===== src/rtl/ladder_seq.sv =====
module ladder_seq #(
  parameter int KW = 233
) (
  input  logic          clk,
  input  logic          rst_n,
  input  logic          start,
  input  logic [KW-1:0] scalar,
  input  logic          op_done,
  output logic          busy,
  output logic          done,
  output logic          cmd_valid,
  output logic [2:0]    cmd_op,
  output logic [3:0]    cmd_src_a,
  output logic [3:0]    cmd_src_b,
  output logic [3:0]    cmd_dst
);
  localparam int CW = $clog2(KW);

  localparam logic [2:0] MUL = 3'd0, SQR = 3'd1, ADD = 3'd2, MOV = 3'd3, INV = 3'd4;
  localparam logic [3:0] RX = 4'd0, RY = 4'd1, RB = 4'd2, X1 = 4'd3, X2 = 4'd4,
                         Z1 = 4'd5, Z2 = 4'd6, RT = 4'd7, RU = 4'd8;

  typedef enum logic [2:0] {IDLE, INIT, SECOND, LOOP, FIN} ph_t;

  ph_t           ph;
  logic [4:0]    step;
  logic [KW-1:0] k_sh;
  logic [CW-1:0] left;
  logic          done_r;
  logic          kbit;
  logic [14:0]   uop;
  logic [4:0]    len;
  logic          last;

  function automatic logic [14:0] c(logic [2:0] o, logic [3:0] a, logic [3:0] b, logic [3:0] d);
    return {o, a, b, d};
  endfunction

  function automatic logic [3:0] sw(logic [3:0] r);
    case (r)
      X1: return X2;
      X2: return X1;
      Z1: return Z2;
      Z2: return Z1;
      default: return r;
    endcase
  endfunction

  function automatic logic [14:0] code(ph_t p, logic [4:0] s, logic kb);
    logic [14:0] r;
    r = '0;
    case (p)
      INIT: case (s)
        5'd0: r = c(MOV, RX, RX, X1);
        5'd1: r = c(SQR, RX, RX, Z2);
        5'd2: r = c(SQR, Z2, RX, X2);
        default: r = c(ADD, X2, RB, X2);
      endcase
      SECOND: if (kb) case (s)
        5'd0:  r = c(MOV, Z2, RX, RT);
        5'd1:  r = c(MUL, X1, Z2, RU);
        5'd2:  r = c(ADD, RU, X2, Z1);
        5'd3:  r = c(SQR, Z1, RX, Z1);
        5'd4:  r = c(MUL, RU, X2, RU);
        5'd5:  r = c(MUL, RX, Z1, X1);
        5'd6:  r = c(ADD, X1, RU, X1);
        5'd7:  r = c(MOV, X2, RX, RT);
        5'd8:  r = c(SQR, Z2, RX, RU);
        5'd9:  r = c(SQR, RU, RX, RU);
        5'd10: r = c(MUL, RU, RB, RU);
        5'd11: r = c(SQR, X2, RX, X2);
        5'd12: r = c(SQR, X2, RX, X2);
        5'd13: r = c(ADD, X2, RU, X2);
        5'd14: r = c(MUL, RT, Z2, RU);
        default: r = c(SQR, RU, RX, Z2);
      endcase else case (s)
        5'd0:  r = c(MOV, Z2, RX, RT);
        5'd1:  r = c(MUL, X1, Z2, RU);
        5'd2:  r = c(ADD, RU, X2, Z2);
        5'd3:  r = c(SQR, Z2, RX, Z2);
        5'd4:  r = c(MUL, X1, X2, RU);
        5'd5:  r = c(MUL, RU, RT, RU);
        5'd6:  r = c(MUL, RX, Z2, X2);
        5'd7:  r = c(ADD, X2, RU, X2);
        5'd8:  r = c(MOV, X1, RX, RT);
        5'd9:  r = c(SQR, X1, RX, X1);
        5'd10: r = c(SQR, X1, RX, X1);
        5'd11: r = c(ADD, X1, RB, X1);
        default: r = c(SQR, RT, RX, Z1);
      endcase
      LOOP: begin
        case (s)
          5'd0:  r = c(MOV, Z1, RX, RT);
          5'd1:  r = c(MUL, X1, Z2, RU);
          5'd2:  r = c(MUL, X2, Z1, Z1);
          5'd3:  r = c(ADD, Z1, RU, Z1);
          5'd4:  r = c(SQR, Z1, RX, Z1);
          5'd5:  r = c(MUL, RU, X2, RU);
          5'd6:  r = c(MUL, RU, RT, RU);
          5'd7:  r = c(MUL, RX, Z1, X1);
          5'd8:  r = c(ADD, X1, RU, X1);
          5'd9:  r = c(MOV, X2, RX, RT);
          5'd10: r = c(SQR, X2, RX, X2);
          5'd11: r = c(SQR, X2, RX, X2);
          5'd12: r = c(SQR, Z2, RX, RU);
          5'd13: r = c(SQR, RU, RX, RU);
          5'd14: r = c(MUL, RU, RB, RU);
          5'd15: r = c(ADD, X2, RU, X2);
          5'd16: r = c(SQR, RT, RX, RT);
          5'd17: r = c(SQR, Z2, RX, RU);
          default: r = c(MUL, RT, RU, Z2);
        endcase
        if (!kb) r = {r[14:12], sw(r[11:8]), sw(r[7:4]), sw(r[3:0])};
      end
      FIN: case (s)
        5'd0:  r = c(MUL, Z1, Z2, RT);
        5'd1:  r = c(MUL, RX, RT, RU);
        5'd2:  r = c(INV, RU, RX, RU);
        5'd3:  r = c(MUL, RX, Z2, Z2);
        5'd4:  r = c(ADD, X2, Z2, X2);
        5'd5:  r = c(MUL, Z2, RU, Z2);
        5'd6:  r = c(MUL, Z2, X1, Z2);
        5'd7:  r = c(MUL, RX, Z1, Z1);
        5'd8:  r = c(ADD, X1, Z1, X1);
        5'd9:  r = c(MUL, X1, X2, X1);
        5'd10: r = c(SQR, RX, RX, X2);
        5'd11: r = c(ADD, X2, RY, X2);
        5'd12: r = c(MUL, X2, RT, X2);
        5'd13: r = c(ADD, X1, X2, X1);
        5'd14: r = c(MUL, X1, RU, X1);
        5'd15: r = c(ADD, RX, Z2, X2);
        5'd16: r = c(MUL, X1, X2, X1);
        5'd17: r = c(ADD, X1, RY, X2);
        default: r = c(MOV, Z2, RX, X1);
      endcase
      default: r = '0;
    endcase
    return r;
  endfunction

  assign kbit = k_sh[KW-2];
  assign uop  = code(ph, step, kbit);

  always_comb begin
    case (ph)
      INIT:    len = 5'd4;
      SECOND:  len = kbit ? 5'd16 : 5'd13;
      default: len = 5'd19;
    endcase
  end

  assign last = (step == len - 5'd1);

  always_ff @(posedge clk) begin
    if (!rst_n) begin
      ph     <= IDLE;
      step   <= '0;
      k_sh   <= '0;
      left   <= '0;
      done_r <= 1'b0;
    end else if (ph == IDLE) begin
      if (start) begin
        ph     <= INIT;
        step   <= '0;
        k_sh   <= scalar;
        done_r <= 1'b0;
      end
    end else if (op_done) begin
      if (!last) step <= step + 5'd1;
      else begin
        step <= '0;
        case (ph)
          INIT: ph <= SECOND;
          SECOND: begin
            ph   <= LOOP;
            k_sh <= k_sh << 1;
            left <= CW'(KW - 2);
          end
          LOOP: begin
            k_sh <= k_sh << 1;
            if (left == CW'(1)) ph <= FIN;
            else left <= left - CW'(1);
          end
          default: begin
            ph     <= IDLE;
            done_r <= 1'b1;
          end
        endcase
      end
    end
  end

  assign busy      = (ph != IDLE);
  assign cmd_valid = busy;
  assign done      = done_r;
  assign cmd_op    = uop[14:12];
  assign cmd_src_a = uop[11:8];
  assign cmd_src_b = uop[7:4];
  assign cmd_dst   = uop[3:0];
endmodule


===== config.mk =====
export PLATFORM = sky130hd
export DESIGN_NAME = ladder_seq
export DESIGN_NICKNAME = d
export VERILOG_FILES = /design/src/rtl/ladder_seq.sv
export SDC_FILE = /design/constraint.sdc
export NUM_CORES = 1
export LEC_CHECK = 0
export BUFFER_PORTS_ARGS = -buffer_cell sky130_fd_sc_hd__buf_2
export CAP_MARGIN = 20
export CORE_MARGIN = 10
export CORE_UTILIZATION = 45
export CTS_CLUSTER_DIAMETER = 150
export DETAILED_ROUTE_END_ITERATION = 10
export PLACE_DENSITY = 0.66
export SLEW_MARGIN = 10
export SYNTH_ARGS = -nofsm -noshare
export SYNTH_HDL_FRONTEND = slang
export SYNTH_SLANG_ARGS = --single-unit

===== constraint.sdc =====
create_clock -name clk -period 4.3 [get_ports clk]
set_input_delay 0.215 -clock clk [delete_from_list [all_inputs] [get_ports clk]]
set_output_delay 0.215 -clock clk [all_outputs]
set_load 0.02 [all_outputs]

* Word level (Yosys, flattened, before mapping) *
Memories as Yosys holds them, arrays and structs flattened. A register that Yosys moved wholly into a read port is not among the register bits.
Cells that the tools add are included.
W data, S select, Z words.

word-level totals
  flip-flop bits (word level) = 249
  latch bits = 0
  RAM bits = 0
  ROM bits = 1,376
  input bits = 237
  output and inout bits = 18
  memories kept = 4

cells by class
  $add $sub $neg = 3
  multiply operators = 0
  div/mod/pow operators = 0
  $lt $le $gt $ge = 0
  eq/ne operators = 24
  shifts and indexed selects = 0
  muxes and demuxes = 42
  bitwise gates (word level) = 1
  reduce and logical (&&, ||, !) cells = 14

memories
  name             words  bits a word  read ports  clocked after Yosys merged registers in  write ports  RTL line  source
  (no name shown)  32     15           1           1                                        0            115       FIN: case (s)
  (no name shown)  32     14           1           1                                        0            92        case (s)
  (no name shown)  16     14           1           1                                        0            59        SECOND: if (kb) case (s)
  (no name shown)  16     14           1           1                                        0            76        endcase else case (s)

operator list
  operator               count
  $mux W232              5
  $mux W15               4
  $pmux W15 S4           1
  $pmux W4 S4            3
  $mux W5                9
  $pmux W14 S3           1
  $eq A4 B3 Y1 const B   9
  $mux W4                4
  $pmux W8 S2            1
  $mux W3                5
  $eq A4 B2 Y1 const B   3
  $mux W12               1
  $reduce_and A4 Y1      3
  $pmux W5 S2            1
  $pmux W3 S3            1
  $eq A8 B1 Y1 const B   1
  $mux W8                1
  $reduce_bool A2 Y1     4
  $sub A8 B1 Y8 const B  1
  $eq A3 B2 Y1 const B   2
  $add A5 B1 Y5 const B  1
  $eq A5 B1 Y1 const B   1
  $eq A5 B2 Y1 const B   1
  $eq A5 B5 Y1           1
  other kinds (15)       20

* Longest topological paths before layout *
  word-level depth = 9
  mapped depth = 14

* Worst setup path before layout *
OpenSTA, ideal clock, no wires.

  path kind = register to register
  start = register ph[2]
  end = register with a tool-made name
  library setup time = 0.122 ns
  arrival = 3.123 ns
  required time = 4.178 ns
  slack = 1.055 ns
  stages on the path, launching flop included = 15
  path buffers = 4
  path through = dfxtp_1 -> buf_2 -> buf_6 -> nor3_2 -> inv_2 -> a21oi_2 -> xnor2_1 -> nand2_1 -> ha_1 -> clkbuf_1 -> inv_1 -> clkbuf_1 -> nor2_1 -> nor2_1 -> a221o_1

RTL lines
  item                    RTL line  source
  start, declared         25        ph_t ph;
  start signal, assigned  156       ph <= IDLE;
  start signal, assigned  163       ph <= INIT;
  start signal, assigned  173       INIT: ph <= SECOND;

==> out/summary.txt <==
TIMING
----------------------------------------------------------------------------------------
Fin Clk Skew                                                                  0.01754 ns
Portion of the clock cycle consumed by the worst path in the final layout         89.61%
Pins Over Slew Limit                                                                   0
Transition time at the pin with the least slew margin                           1.375 ns
Max Freq                                                                       259.5 MHz
Number of setup violations in the final report                                         0
Final hold vios                                                                        0
Remaining max-slew budget at the tightest pin                                     8.303%
Final hold slack                                                              0.02014 ns
Final sum of negative setup slack                                                   0 ns
Setup repair after global routing missed its margin                                false
Post-route minimum period                                                       3.853 ns

CRITICAL PATH
----------------------------------------------------------------------------------------
Cell with the biggest individual delay on the critical path                 sky130_fd_sc_hd__dfxtp_1
Critical Path Fanout Max                                                              19
Register-to-register setup slack                                                 0.45 ns
Launching element type of the critical path                                    flip-flop
Arrival @ worst endpoint                                                         4.28 ns
Source of the critical timing path                                                 ph[1]
Worst stage delay on the critical path                                           0.83 ns
WP buf/inv                                                                             0
Path length in cells of the critical path                                             11
Cell-by-cell trace of the critical path                                     nor4bb_1 -> nor4b_1 -> o32a_2 -> a21oi_2 -> nand2_1 -> ha_1 -> o2111ai_1 -> o31ai_1 -> a211oi_1 -> a221oi_1 -> a311oi_1
CP Class                                                                    flip-flop to flip-flop
Startpoint of the worst-slack reg-to-reg timing path                               ph[1]
Required @ worst endpoint                                                        4.73 ns
Top Family by Delay on Critical Path                                        compound AO/OA/AOI/OAI gates
Depth of the worst register-to-register path                                          11
Critical Path End Type                                                         flip-flop

PLACED DESIGN
----------------------------------------------------------------------------------------
Final HPWL DP                                                                   29.74 mm
Inst Count DP                                                                       2373
Placer's final routability congestion estimate                                    0.9448
Input/output buffers                                                                 253

CLOCK NETWORK
----------------------------------------------------------------------------------------
CTS tree                                                                             yes
Clock sink total                                                                     305
Buffers inserted during post-CTS setup optimization                                    0
Clock slew seen by the registers of the worst setup and hold paths               0.06 ns
Cts bufs inserted                                                                     37
Root cell of the clock tree                                                 sky130_fd_sc_hd__clkbuf_16
Max clock buf depth                                                                    3
Deepest level of the CTS H-tree                                                        2
Number of resized instances in the post-cts repair step                                0
Clock insertion delay at the later pin of the skew report                        0.53 ns
Hold buffers post-CTS                                                                220

SYNTH
----------------------------------------------------------------------------------------
Count of different cell masters after synthesis                                       82
Ys flop type                                                                sky130_fd_sc_hd__dfxtp_1
Proportion of synthesized chip area in sequential cells                           38.63%
Count of mapped cells out of synthesis                                              1826
Synth Register Bits                                                                  305
Number of flops mapped to enable cells by yosys                                        0
FFs w/ async S/R, synth                                                               0%
Post-synthesis net count                                                            2077
Number of warnings reported in the yosys synthesis log                                 0
Mean instance size in the synthesized netlist                                  8.656 um2
Syn Std Cell Area                                                              15810 um2

JOB
----------------------------------------------------------------------------------------
Max-cap check violation count                                                          0

ROUTE
----------------------------------------------------------------------------------------
DRT antenna net count                                                                  0
Pre-Repair DR Iteration Count                                                          6
Average vias per placed instance                                                   5.859
WL/cell                                                                         19.55 um
Detailed-route via count                                                          15.67k
Total DRC errors in the routed layout                                                  0
Starting DRC count in detailed routing                                              1294
Final WL                                                                        52.29 mm

FINISH
----------------------------------------------------------------------------------------
# nets final                                                                        2429
Share of final-layout standard cells stronger than drive strength 1               25.50%
Area grow syn2layout                                                              30.13%
Filler-free cell count of the finished design                                       2674
Fill count                                                                          2833
Post-Route Utilization                                                            59.40%

DIE
----------------------------------------------------------------------------------------
Floorplan die area                                                             43020 um2
Ports                                                                                255
Placeable core region                                                          34630 um2
Width of the die                                                                207.4 um
Standard-cell row count                                                               68
Die H                                                                           207.4 um
Initial standard-cell utilization of the core                                     45.65%

PWR
----------------------------------------------------------------------------------------
Cell Pwr Density                                                            443.7 nW/um2
Leakage component of the power                                               0.007838 uW
Worst vdd ir                                                                   0.2869 mV

STATUS
----------------------------------------------------------------------------------------
Run status                                                                  complete, no violations

GLOBAL ROUTE
----------------------------------------------------------------------------------------
First-pass GRT wire length                                                      83.98 mm
Total routing usage reported by global routing                                    22.88%
GR Overflow Total                                                                      0
Number of antenna violations at the first check in global routing                     16
Maximum number of pins on one net before global-route repair                         233
Number of global-route vias before repair                                         15.57k

HOLD PATH
----------------------------------------------------------------------------------------
Startpoint of the tightest hold check path                                   scalar[223]
Min-Delay Path Class                                                        input pin to flip-flop

area by class of cell:
class,instances,area (um2),share of cell area [%]
Clock buffer,54,1152,5.603
Sequential cell,305,6106,29.69
Timing Repair Buffer,502,3794,18.44
Clock inverter,11,115.1,0.5596
Inverter,22,95.09,0.4623
Multi-Input combinational cell,1310,8700,42.30
Antenna cell,15,37.54,0.1825
Tap cell,455,569.3,2.768
metal layers:
layer / share of wire [%] / vias up / global-route usage [%]
li1: - / 7389 / -
met1: 43 / 7507 / 29.27
met2: 47 / 627 / 36.85
met3: 6.5 / 142 / 4.422
met4: 3.4 / 2 / 9.759
met5: 0.015 / - / 0
per-stage QoR:
| stage | setup slack [ns] | power, uW | cell area (um2) |
|---|---|---|---|
| after CTS | 0.4884 | 9141 | 20500 |
| after floorplan | 1.055 | 5212 | 15810 |
| final | 0.4467 | 9126 | 20570 |
| after detailed placement | 0.5772 | 5757 | 17030 |
| after global placement | 0.6026 | 5712 | 17030 |
| after global routing | 0.1966 | 9573 | 20570 |
cells in the final DEF (no fill, tap or decap), drive strengths merged, types with 23 or more instances in the layout:
cell type    synthesis  final
a311oi             233    233
inv                 22     23
o21ai               40     40
nor2                37     37
a21oi              269    269
nand2              512    512
buf                 56    282
dlygate4sd3          0    220
clkbuf             133     54
dfxtp              305    305
how the worst min path moves through the flow:
stage | endpoint | slack [ns] | depth (start not counted)
final | k_sh[223] | 0.02 | 3
after global placement | k_sh[90] | 0.47 | 2
after floorplan | k_sh[0] | 0.33 | 1
after detailed placement | done | 0.46 | 2
after global routing | k_sh[130] | 0.01 | 3
after CTS | k_sh[19] | 0.0004 | 3
cell families after synthesis:
family | after synthesis | synth area share, %
fa+ha+maj | 14 | 1.108
flops | 305 | 38.63
mux | 15 | 0.9974
xor+xnor | 15 | 1.116
simple gates | 629 | 16.30
buf+inv | 211 | 6.499
compound gates | 637 | 35.35
power by group:
| group | leakage (uW) | total (uW) | internal, uW | switching [uW] |
|---|---|---|---|---|
| Combinational | 0.00469 | 2460 | 944 | 1520 |
| Clock | 0.000631 | 3210 | 1980 | 1240 |
| Sequential | 0.00252 | 3450 | 3220 | 228 |
synthesized netlist by cell type (3+ instances only):
cell type                   number  area share, %
sky130_fd_sc_hd__a21oi_1       266            8.4
sky130_fd_sc_hd__ha_1           14            1.1
sky130_fd_sc_hd__and3_1          6           0.24
sky130_fd_sc_hd__buf_6          24            1.7
sky130_fd_sc_hd__o22ai_1         3           0.12
sky130_fd_sc_hd__a221oi_1        3           0.17
sky130_fd_sc_hd__a311oi_2      188             18
sky130_fd_sc_hd__nor3b_1         3           0.14
sky130_fd_sc_hd__buf_2          23           0.73
sky130_fd_sc_hd__a211oi_1        8           0.38
sky130_fd_sc_hd__or3_1           5           0.20
sky130_fd_sc_hd__nor3_1         14           0.44
sky130_fd_sc_hd__o221ai_1        4           0.22
sky130_fd_sc_hd__o21ai_0        38            1.2
sky130_fd_sc_hd__a311oi_1       45            2.5
sky130_fd_sc_hd__a22oi_1        12           0.57
sky130_fd_sc_hd__and2_1          5           0.20
sky130_fd_sc_hd__mux2i_1        12           0.76
sky130_fd_sc_hd__o31ai_1         6           0.28
sky130_fd_sc_hd__o211ai_1        4           0.19
sky130_fd_sc_hd__o31a_1          4           0.22
sky130_fd_sc_hd__inv_1          20           0.47
sky130_fd_sc_hd__o21a_1          4           0.19
sky130_fd_sc_hd__a21o_1          6           0.28
sky130_fd_sc_hd__a2bb2oi_1       4           0.22
sky130_fd_sc_hd__nand2_1       511             12
sky130_fd_sc_hd__nand3_1        16           0.51
sky130_fd_sc_hd__dfxtp_1       305             39
sky130_fd_sc_hd__buf_4           7           0.33
sky130_fd_sc_hd__clkbuf_1      133            3.2
sky130_fd_sc_hd__a31oi_1         3           0.12
sky130_fd_sc_hd__nand2b_1        6           0.24
sky130_fd_sc_hd__nor4_1          7           0.28
sky130_fd_sc_hd__xnor2_1        10           0.55
sky130_fd_sc_hd__a32oi_1         3           0.17
sky130_fd_sc_hd__o32ai_1         5           0.28
sky130_fd_sc_hd__nor2_1         37           0.88
worst register-to-register path, cell delays in order, from the launching register on:
cell and delay (ns):
sky130_fd_sc_hd__dfxtp_1 0.83, sky130_fd_sc_hd__nor4bb_1 0.54, sky130_fd_sc_hd__nor4b_1 0.12, sky130_fd_sc_hd__o32a_2 0.24
sky130_fd_sc_hd__a21oi_2 0.22, sky130_fd_sc_hd__nand2_1 0.21, sky130_fd_sc_hd__ha_1 0.54, sky130_fd_sc_hd__o2111ai_1 0.25
sky130_fd_sc_hd__o31ai_1 0.09, sky130_fd_sc_hd__a211oi_1 0.31, sky130_fd_sc_hd__a221oi_1 0.13, sky130_fd_sc_hd__a311oi_1 0.28
Power figures use the tool's default switching activity.
